===== config.mk =====
export PLATFORM = sky130hd
export DESIGN_NAME = i2c_sum_target
export DESIGN_NICKNAME = d
export VERILOG_FILES = /design/src/rtl/sumtgt_pkg.sv /design/src/rtl/sumtgt_sync.sv /design/src/rtl/sumtgt_link.sv /design/src/rtl/sumtgt_txn.sv /design/src/rtl/i2c_sum_target.sv
export SDC_FILE = /design/constraint.sdc
export NUM_CORES = 1
export LEC_CHECK = 0
export CAP_MARGIN = 25
export CORE_MARGIN = 5
export CORE_UTILIZATION = 50
export DETAILED_ROUTE_END_ITERATION = 10
export PLACE_DENSITY = 0.66
export SLEW_MARGIN = 20
export SYNTH_ARGS = -nofsm -noshare
export SYNTH_HDL_FRONTEND = slang
export SYNTH_HIERARCHICAL = 1
export SYNTH_SLANG_ARGS = --single-unit
export TNS_END_PERCENT = 5

===== constraint.sdc =====
create_clock -name clk -period 2.8 [get_ports clk]
set_input_delay 0.28 -clock clk [delete_from_list [all_inputs] [get_ports clk]]
set_output_delay 0.28 -clock clk [all_outputs]
set_load 0.1 [all_outputs]

===== src/rtl/sumtgt_pkg.sv =====
// Package: types shared by the I2C byte-summing target.
// Assumes 8-bit bus bytes and a 7-bit address.
package sumtgt_pkg;

    localparam int BYTE_W = 8;

    // Transaction level: decides clearing of the total and which byte goes out next
    typedef enum logic [1:0] {
        TS_WAIT,
        TS_ADD,
        TS_SENT_HI,
        TS_SENT_LO
    } txn_state_t;

    // Bit level: where the link engine is inside a byte and its acknowledge slot
    typedef enum logic [2:0] {
        LP_IDLE,
        LP_ADDR,
        LP_ACK_WAIT,
        LP_ACK_DRIVE,
        LP_RX,
        LP_TX,
        LP_TX_ACK,
        LP_TX_LOAD
    } link_phase_t;

endpackage


===== src/rtl/sumtgt_sync.sv =====
// Module: synchronises SCL and SDA into the system clock domain and flags
// SCL edges plus START and STOP conditions.
// Assumes the bus is idle-high at reset and the system clock is many times
// faster than SCL. STAGES must be at least 2.
module sumtgt_sync #(
    parameter int STAGES = 2
) (
    input  logic clk,
    input  logic rst_n,
    input  logic scl_i,
    input  logic sda_i,
    output logic scl_s,
    output logic sda_s,
    output logic scl_rise,
    output logic scl_fall,
    output logic start_det,
    output logic stop_det
);

    logic [STAGES-1:0] scl_pipe;
    logic [STAGES-1:0] sda_pipe;
    logic              scl_d;
    logic              sda_d;

    // Synchroniser chain, one flop per stage per line
    for (genvar g = 0; g < STAGES; g++) begin : g_stage
        if (g == 0) begin : g_first
            always_ff @(posedge clk) begin
                if (!rst_n) begin
                    scl_pipe[0] <= 1'b1;
                    sda_pipe[0] <= 1'b1;
                end else begin
                    scl_pipe[0] <= scl_i;
                    sda_pipe[0] <= sda_i;
                end
            end
        end else begin : g_next
            always_ff @(posedge clk) begin
                if (!rst_n) begin
                    scl_pipe[g] <= 1'b1;
                    sda_pipe[g] <= 1'b1;
                end else begin
                    scl_pipe[g] <= scl_pipe[g-1];
                    sda_pipe[g] <= sda_pipe[g-1];
                end
            end
        end
    end

    assign scl_s = scl_pipe[STAGES-1];
    assign sda_s = sda_pipe[STAGES-1];

    // Previous synchronised levels, used for edge detection
    always_ff @(posedge clk) begin
        if (!rst_n) begin
            scl_d <= 1'b1;
            sda_d <= 1'b1;
        end else begin
            scl_d <= scl_s;
            sda_d <= sda_s;
        end
    end

    // Edge and bus-condition decode
    always_comb begin
        scl_rise  = scl_s & ~scl_d;
        scl_fall  = ~scl_s & scl_d;
        start_det = scl_s & scl_d & sda_d & ~sda_s;
        stop_det  = scl_s & scl_d & ~sda_d & sda_s;
    end

endmodule


===== src/rtl/sumtgt_link.sv =====
// Module: bit-level target engine. Shifts in the address and data bytes,
// drives the acknowledge, shifts out read bytes MSB first and reports
// one-cycle events to the transaction logic.
// Assumes SCL edges come from the synchroniser. SDA drive changes only on a
// detected SCL fall. A read byte must be ready in tx_byte by the next SCL
// fall after tx_req.
module sumtgt_link
    import sumtgt_pkg::*;
#(
    parameter int          ADDR_W   = 7,
    parameter logic [6:0]  DEV_ADDR = 7'h50
) (
    input  logic              clk,
    input  logic              rst_n,
    input  logic              sda_s,
    input  logic              scl_rise,
    input  logic              scl_fall,
    input  logic              start_det,
    input  logic              stop_det,
    input  logic [BYTE_W-1:0] tx_byte,
    output logic              sda_oe,
    output logic              addr_hit,
    output logic              rx_valid,
    output logic [BYTE_W-1:0] rx_data,
    output logic              tx_req,
    output logic              mst_nack,
    output logic              link_idle
);

    localparam int CNT_W = $clog2(BYTE_W);
    localparam logic [CNT_W-1:0] LAST_BIT = CNT_W'(BYTE_W - 1);

    link_phase_t       phase;
    logic [CNT_W-1:0]  bit_cnt;
    logic [BYTE_W-1:0] shreg;
    logic              rd_q;

    assign link_idle = (phase == LP_IDLE);

    // Bit engine: one phase step per qualifying SCL edge, conditions override
    always_ff @(posedge clk) begin
        if (!rst_n) begin
            phase    <= LP_IDLE;
            bit_cnt  <= '0;
            shreg    <= '0;
            rd_q     <= 1'b0;
            sda_oe   <= 1'b0;
            addr_hit <= 1'b0;
            rx_valid <= 1'b0;
            rx_data  <= '0;
            tx_req   <= 1'b0;
            mst_nack <= 1'b0;
        end else begin
            addr_hit <= 1'b0;
            rx_valid <= 1'b0;
            tx_req   <= 1'b0;
            mst_nack <= 1'b0;
            if (start_det) begin
                phase   <= LP_ADDR;
                bit_cnt <= '0;
                sda_oe  <= 1'b0;
            end else if (stop_det) begin
                phase   <= LP_IDLE;
                bit_cnt <= '0;
                sda_oe  <= 1'b0;
            end else begin
                unique case (phase)
                    LP_ADDR, LP_RX: begin
                        if (scl_rise) begin
                            shreg <= {shreg[BYTE_W-2:0], sda_s};
                            if (bit_cnt == LAST_BIT) begin
                                bit_cnt <= '0;
                                if (phase == LP_ADDR) begin
                                    if (shreg[ADDR_W-1:0] == DEV_ADDR) begin
                                        addr_hit <= 1'b1;
                                        rd_q     <= sda_s;
                                        phase    <= LP_ACK_WAIT;
                                    end else begin
                                        phase    <= LP_IDLE;
                                    end
                                end else begin
                                    rx_valid <= 1'b1;
                                    rx_data  <= {shreg[BYTE_W-2:0], sda_s};
                                    rd_q     <= 1'b0;
                                    phase    <= LP_ACK_WAIT;
                                end
                            end else begin
                                bit_cnt <= bit_cnt + 1'b1;
                            end
                        end
                    end
                    LP_ACK_WAIT: begin
                        if (scl_fall) begin
                            sda_oe <= 1'b1;
                            tx_req <= rd_q;
                            phase  <= LP_ACK_DRIVE;
                        end
                    end
                    LP_ACK_DRIVE: begin
                        if (scl_fall) begin
                            bit_cnt <= '0;
                            if (rd_q) begin
                                shreg  <= tx_byte;
                                sda_oe <= ~tx_byte[BYTE_W-1];
                                phase  <= LP_TX;
                            end else begin
                                sda_oe <= 1'b0;
                                phase  <= LP_RX;
                            end
                        end
                    end
                    LP_TX: begin
                        if (scl_fall) begin
                            if (bit_cnt == LAST_BIT) begin
                                bit_cnt <= '0;
                                sda_oe  <= 1'b0;
                                phase   <= LP_TX_ACK;
                            end else begin
                                bit_cnt <= bit_cnt + 1'b1;
                                shreg   <= {shreg[BYTE_W-2:0], 1'b0};
                                sda_oe  <= ~shreg[BYTE_W-2];
                            end
                        end
                    end
                    LP_TX_ACK: begin
                        if (scl_rise) begin
                            if (sda_s) begin
                                mst_nack <= 1'b1;
                                phase    <= LP_IDLE;
                            end else begin
                                tx_req   <= 1'b1;
                                phase    <= LP_TX_LOAD;
                            end
                        end
                    end
                    LP_TX_LOAD: begin
                        if (scl_fall) begin
                            shreg  <= tx_byte;
                            sda_oe <= ~tx_byte[BYTE_W-1];
                            phase  <= LP_TX;
                        end
                    end
                    default: begin
                        sda_oe <= 1'b0;
                    end
                endcase
            end
        end
    end

endmodule


===== src/rtl/sumtgt_txn.sv =====
// Module: transaction state machine and running total. Acts on link events:
// clears on the first address match after waiting, adds received bytes and
// picks the high or low byte for each read request.
// Assumes link events are single-cycle and never coincide.
module sumtgt_txn
    import sumtgt_pkg::*;
#(
    parameter int SUM_W = 16
) (
    input  logic              clk,
    input  logic              rst_n,
    input  logic              addr_hit,
    input  logic              rx_valid,
    input  logic [BYTE_W-1:0] rx_data,
    input  logic              tx_req,
    input  logic              mst_nack,
    output logic [BYTE_W-1:0] tx_byte,
    output logic [SUM_W-1:0]  sum_q,
    output txn_state_t        state_q
);

    localparam int PAD_W = SUM_W - BYTE_W;

    logic [SUM_W-1:0] rx_ext;

    assign rx_ext = {{PAD_W{1'b0}}, rx_data};

    // Total, state and outgoing byte updates
    always_ff @(posedge clk) begin
        if (!rst_n) begin
            state_q <= TS_WAIT;
            sum_q   <= '0;
            tx_byte <= '0;
        end else begin
            if (addr_hit) begin
                if (state_q == TS_WAIT) begin
                    sum_q   <= '0;
                    state_q <= TS_ADD;
                end
            end else if (rx_valid) begin
                sum_q   <= sum_q + rx_ext;
                state_q <= TS_ADD;
            end else if (tx_req) begin
                if (state_q == TS_ADD) begin
                    tx_byte <= sum_q[SUM_W-1 -: BYTE_W];
                    state_q <= TS_SENT_HI;
                end else begin
                    tx_byte <= sum_q[BYTE_W-1:0];
                    state_q <= TS_SENT_LO;
                end
            end else if (mst_nack) begin
                state_q <= TS_WAIT;
            end
        end
    end

endmodule


===== src/rtl/i2c_sum_target.sv =====
// Module: top of the I2C byte-summing target. Chains synchroniser, bit
// engine and transaction logic. sda_oe high means pull SDA low.
// Assumes external pull-ups and a system clock well above the SCL rate.
module i2c_sum_target
    import sumtgt_pkg::*;
#(
    parameter logic [6:0] DEV_ADDR    = 7'h50,
    parameter int         SYNC_STAGES = 2,
    parameter int         SUM_W       = 16
) (
    input  logic clk,
    input  logic rst_n,
    input  logic scl_i,
    input  logic sda_i,
    output logic sda_oe
);

    logic              scl_s;
    logic              sda_s;
    logic              scl_rise;
    logic              scl_fall;
    logic              start_det;
    logic              stop_det;
    logic              addr_hit;
    logic              rx_valid;
    logic [BYTE_W-1:0] rx_data;
    logic              tx_req;
    logic              mst_nack;
    logic              link_idle;
    logic [BYTE_W-1:0] tx_byte;
    logic [SUM_W-1:0]  sum_q;
    txn_state_t        state_q;

    sumtgt_sync #(
        .STAGES (SYNC_STAGES)
    ) u_sync (
        .clk       (clk),
        .rst_n     (rst_n),
        .scl_i     (scl_i),
        .sda_i     (sda_i),
        .scl_s     (scl_s),
        .sda_s     (sda_s),
        .scl_rise  (scl_rise),
        .scl_fall  (scl_fall),
        .start_det (start_det),
        .stop_det  (stop_det)
    );

    sumtgt_link #(
        .ADDR_W   (7),
        .DEV_ADDR (DEV_ADDR)
    ) u_link (
        .clk       (clk),
        .rst_n     (rst_n),
        .sda_s     (sda_s),
        .scl_rise  (scl_rise),
        .scl_fall  (scl_fall),
        .start_det (start_det),
        .stop_det  (stop_det),
        .tx_byte   (tx_byte),
        .sda_oe    (sda_oe),
        .addr_hit  (addr_hit),
        .rx_valid  (rx_valid),
        .rx_data   (rx_data),
        .tx_req    (tx_req),
        .mst_nack  (mst_nack),
        .link_idle (link_idle)
    );

    sumtgt_txn #(
        .SUM_W (SUM_W)
    ) u_txn (
        .clk      (clk),
        .rst_n    (rst_n),
        .addr_hit (addr_hit),
        .rx_valid (rx_valid),
        .rx_data  (rx_data),
        .tx_req   (tx_req),
        .mst_nack (mst_nack),
        .tx_byte  (tx_byte),
        .sum_q    (sum_q),
        .state_q  (state_q)
    );

endmodule


**Yosys cells after proc, flatten, opt, wreduce, memory -nomap -nowiden**

Index checks and enable logic that the tools add are counted.

- Bits in registers: 59

- Add/subtract/negate cells: 2
- Equal/unequal tests: 30
- Multiplexer cells: 53
- Bitwise gates (word level): 24
- Reduce and logical (&&, ||, !) cells: 23

Operator list:

| cell | number |
|---|---|
| 2-to-1 mux 16 bit | 3 |
| 2-to-1 mux 7 bit | 6 |
| 2-to-1 mux 3 bit | 13 |
| case mux 7 bit (4 select lines) | 1 |
| AND reduction 9 bit | 3 |
| != test 4 bit (second input constant) | 6 |
| 2-to-1 mux 1 bit | 18 |
| case mux 3 bit (6 select lines) | 1 |
| NOT 1 bit | 17 |
| adder 16 x 8 -> 16 bit | 1 |
| != test 2 bit (second input constant) | 8 |
| == test 3 bit (second input constant) | 5 |
| 2-to-1 mux 2 bit | 7 |
| AND reduction 6 bit | 2 |
| case mux 3 bit (3 select lines) | 1 |
| 2-to-1 mux 8 bit | 1 |
| != test 2 x 1 -> 1 bit (second input constant) | 4 |
| != test 4 x 3 -> 1 bit (second input constant) | 2 |
| nonzero test 4 bit | 2 |
| nonzero test 8 bit | 1 |
| bitwise AND 1 bit | 7 |
| == test 7 bit (second input constant) | 1 |
| OR reduction 7 bit | 1 |
| == test 3 x 2 -> 1 bit (second input constant) | 2 |
| other kinds (17) | 19 |

**Logic depth before layout (Yosys ltp)**

- Depth after elaboration: 8
- Gate-level depth with buffers: 8
- Gate-level depth less buffers: 8

**Hierarchy**

Netlist, hierarchy kept.

Modules (own cells, without submodules):

| module | instances | cells an instance | area an instance (µm²) |
|---|---|---|---|
| sumtgt_link | 1 | 177 | 1567.8 |
| sumtgt_txn | 1 | 164 | 1467.7 |
| sumtgt_sync | 1 | 16 | 190.2 |

**Worst setup path before layout**

OpenSTA, ideal clock, no wires.

- Path kind: register to register
- Start: register u_txn.sum_q[0]
- End: register u_txn.sum_q[10]
- Setup time: 0.071 ns
- Data arrival time: 1.961 ns
- Data required time: 2.729 ns
- Slack: 0.768 ns
- Stages on the path, launching flop included: 9
- Path buffers: 0
- Path through: dfxtp_1 ha_1 inv_1 fa_1 or2b_2 a21oi_1 o21ai_2 or3_1 a21oi_1

- Longest elaborated chain between the ends: 3

Ends and longest elaborated chain:

| what | RTL line | source |
|---|---|---|
| start: declaration | sumtgt_txn.sv:18 | `output logic [SUM_W-1:0] sum_q,` |
| start signal: assignment | sumtgt_txn.sv:41 | `sum_q <= sum_q + rx_ext;` |
| adder 16 x 8 -> 16 bit | sumtgt_txn.sv:41 |  |
| 2-to-1 mux 16 bit | sumtgt_txn.sv:40 | `end else if (rx_valid) begin` |
| 2-to-1 mux 16 bit | sumtgt_txn.sv:35 | `if (addr_hit) begin` |

No other way between the ends. The select of a mux whose other input is x is not followed.
A chain may end at the register's enable or synchronous reset.

**Worst setup path in the final report**

Same ends and word-level chain as after synthesis.

==> flow_metrics.tcl <==
set metrics [dict create \
    status "complete, no violations" \
    area_growth_pct 8.89 \
    vdd.ir_drop.worst_v 0.000297 \
    finalClockSkew_ps 9.75 \
    post_cts_buffers 0 \
    h-tree-depth 3 \
    fin_crit_ps 2260 \
    cts_hold_buffers 0 \
    portBuffers 4 \
    r2r_end "u_txn/sum_q[10]$_SDFFE_PN0P_" \
    cts_sinks 59 \
    dp_hpwl_um 4930 \
    antenna_found_initial 0 \
    final_cell_count_no_fill 443 \
    hold_class "register to register" \
    maxCapViolCount 0 \
    fill_cells 584 \
    rr_startpoint "u_txn/sum_q[0]$_SDFFE_PN0P_" \
    worstSetupStartpointType "register" \
    max_slew_margin_pct 56.2 \
    num_vias 2573 \
    grt.overflow.total 0 \
    coreArea_mm2 0.00631 \
    tightest_slew_ps 655 \
    cp_max_fo 7 \
    setup_ws_ps 539 \
    clock.fmax_mhz 442 \
    viasPerCell 5.81 \
    path_clk_slew_ps 60 \
    fin_crit_sh_pct 80.8 \
    min_to "u_sync/sda_s$_SDFF_PN1_" \
    io-pin-count 5 \
    synthesis.nets 371 \
    die-area_mm2 0.00815 \
    critPathArrivalTime_ps 2530 \
    dp_slack_ps 580 \
    grt_first_pass_wirelength_um 12000 \
    drtPass1Iterations 4 \
    fin_setup_tns_ps 0 \
    n_antenna_cell 0 \
    setup_viol 0 \
    yosys_warnings 6 \
    die_w_um 90.3 \
    drive_gt1_share_pct 13.9 \
    netlist_instances 356 \
    antenna_left 0 \
    numCtsBuffers 9 \
    start_util_pct 51.0 \
    place_congestion 0.890 \
    hp-start "u_sync/sda_pipe[0]$_SDFF_PN1_" \
    finalMaxSlewViolations 0 \
    dp.cells 427 \
    reg2reg_slack_ps 540 \
    hold_path_depth 1 \
    die_h_um 90.3 \
    crit_required_ps 3070 \
    finalWirelength_um 6940 \
    cts_resized 0 \
    drc_errors 0 \
    cts_tree "yes" \
    cp-end-kind "register" \
    grt_max_degree 35 \
    routedWlPerCell_um 15.7 \
    drt_iter0_drc 140 \
    power_density_mw_per_mm2 489 \
    synth_area_per_cell_um2 9.05 \
    grt_usage_pct 17.7 \
    row_count 29 \
    clk_path_buf_depth 2 \
    finalNetCount 376 \
    syn_area_mm2 0.00322 \
    power.leakage_nw 1.42 \
    clock_latency_ps 350 \
    hold_violations 0 \
    cts_root_buf "clkbuf_8" \
    path_class "register to register" \
    rsz0062_at_grt "no" \
    grt_pass1_vias 2492 \
    r2r_cells 8 \
]
-- worst max path at each step --
stage	start	end	slack, ps
after global routing	u_txn/sum_q[0]$_SDFFE_PN0P_	u_txn/sum_q[10]$_SDFFE_PN0P_	390
after detailed placement	u_txn/sum_q[0]$_SDFFE_PN0P_	u_txn/sum_q[14]$_SDFFE_PN0P_	580
final	u_txn/sum_q[0]$_SDFFE_PN0P_	u_txn/sum_q[10]$_SDFFE_PN0P_	540
after floorplan	u_txn/sum_q[0]$_SDFFE_PN0P_	u_txn/sum_q[10]$_SDFFE_PN0P_	770
after global placement	u_txn/sum_q[0]$_SDFFE_PN0P_	u_txn/sum_q[12]$_SDFFE_PN0P_	680
after CTS	u_txn/sum_q[0]$_SDFFE_PN0P_	u_txn/sum_q[10]$_SDFFE_PN0P_	560
-- power breakdown --
part / internal (W) / leakage (nW) / switching [W]
clock: 0.000430 / 0.0991 / 0.000346
combinational: 0.0000371 / 0.846 / 0.0000405
sequential: 0.000849 / 0.477 / 0.0000132
total: 0.00132 / 1.42 / 0.000400
-- state kept, by name, indices dropped and copies added, names as in the netlist --
name             cells
u_txn/sum_q         16
u_link/rx_data       8
u_txn/tx_byte        8
u_link/shreg         7
u_link/bit_cnt       3
u_link/phase         3
u_txn/state_q        2
u_link/addr_hit      1
u_link/mst_nack      1
u_link/rd_q          1
u_link/rx_valid      1
u_link/sda_oe        1
u_link/tx_req        1
u_sync/scl_d         1
u_sync/scl_pipe      1
u_sync/scl_s         1
u_sync/sda_d         1
u_sync/sda_pipe      1
u_sync/sda_s         1
-- worst max-delay path, cell delays in order (launching register included) --
cell	delay [ps]
dfxtp_1	360
ha_1	210
inv_1	70
fa_1	380
or2b_2	330
a21oi_1	220
o21ai_2	140
or3_1	320
a21oi_1	160
-- through the flow --
step | utilization (%) | hold WS, ps | total power, W | area (um^2)
finish | 55.6 | 406 | 0.00172 | 3510
global route | 55.6 | 441 | 0.00178 | 3510
CTS | 55.6 | 408 | 0.00173 | 3510
detailed placement | 52.5 | 393 | 0.000958 | 3310
global placement | 52.5 | 388 | 0.000957 | 3310
floorplan | - | 353 | 0.000934 | 3220
-- layer usage --
layer	vias up	global-route usage, %	share of wire [%]	wire [um]
met2	35	27.0	44	3080
met3	11	4.00	2.9	202
li1	1302	-	-	-
met5	-	0	0	0
met4	0	6.82	1.8	122
met1	1225	24.4	51	3540
-- cells in the final DEF, fill, tap and decap left out, drive strengths merged, types with 3 or more instances in the layout --
master         instances
a211oi                 5
a21boi                 3
a21oi                 19
a22oi                  4
a31o                   5
buf                   11
clkbuf                11
clkdlybuf4s50          3
clkinv                 4
dfxtp                 59
ha                    10
inv                    8
mux2                   6
mux2i                 23
nand2                 26
nand2b                14
nand3                 14
nor2                  26
nor2b                 13
nor3                   6
nor3b                  3
o211a                 13
o211ai                 7
o21ai                 16
o22ai                  3
or2b                   3
or3                    3
xor2                   9
-- cell type report --
cell class              instances  area, um^2  share of cell area (%)
multi-input cells             268        1890                    53.9
flip-flops and latches         59        1180                    33.7
clock buffers                  11         141                    4.03
repair buffers                 14         113                    3.21
well taps                      77        96.3                    2.75
clock inverters                 5        52.6                    1.50
inverters                       9        33.8                   0.963
Note: power is estimated with default switching activity, not from simulation.
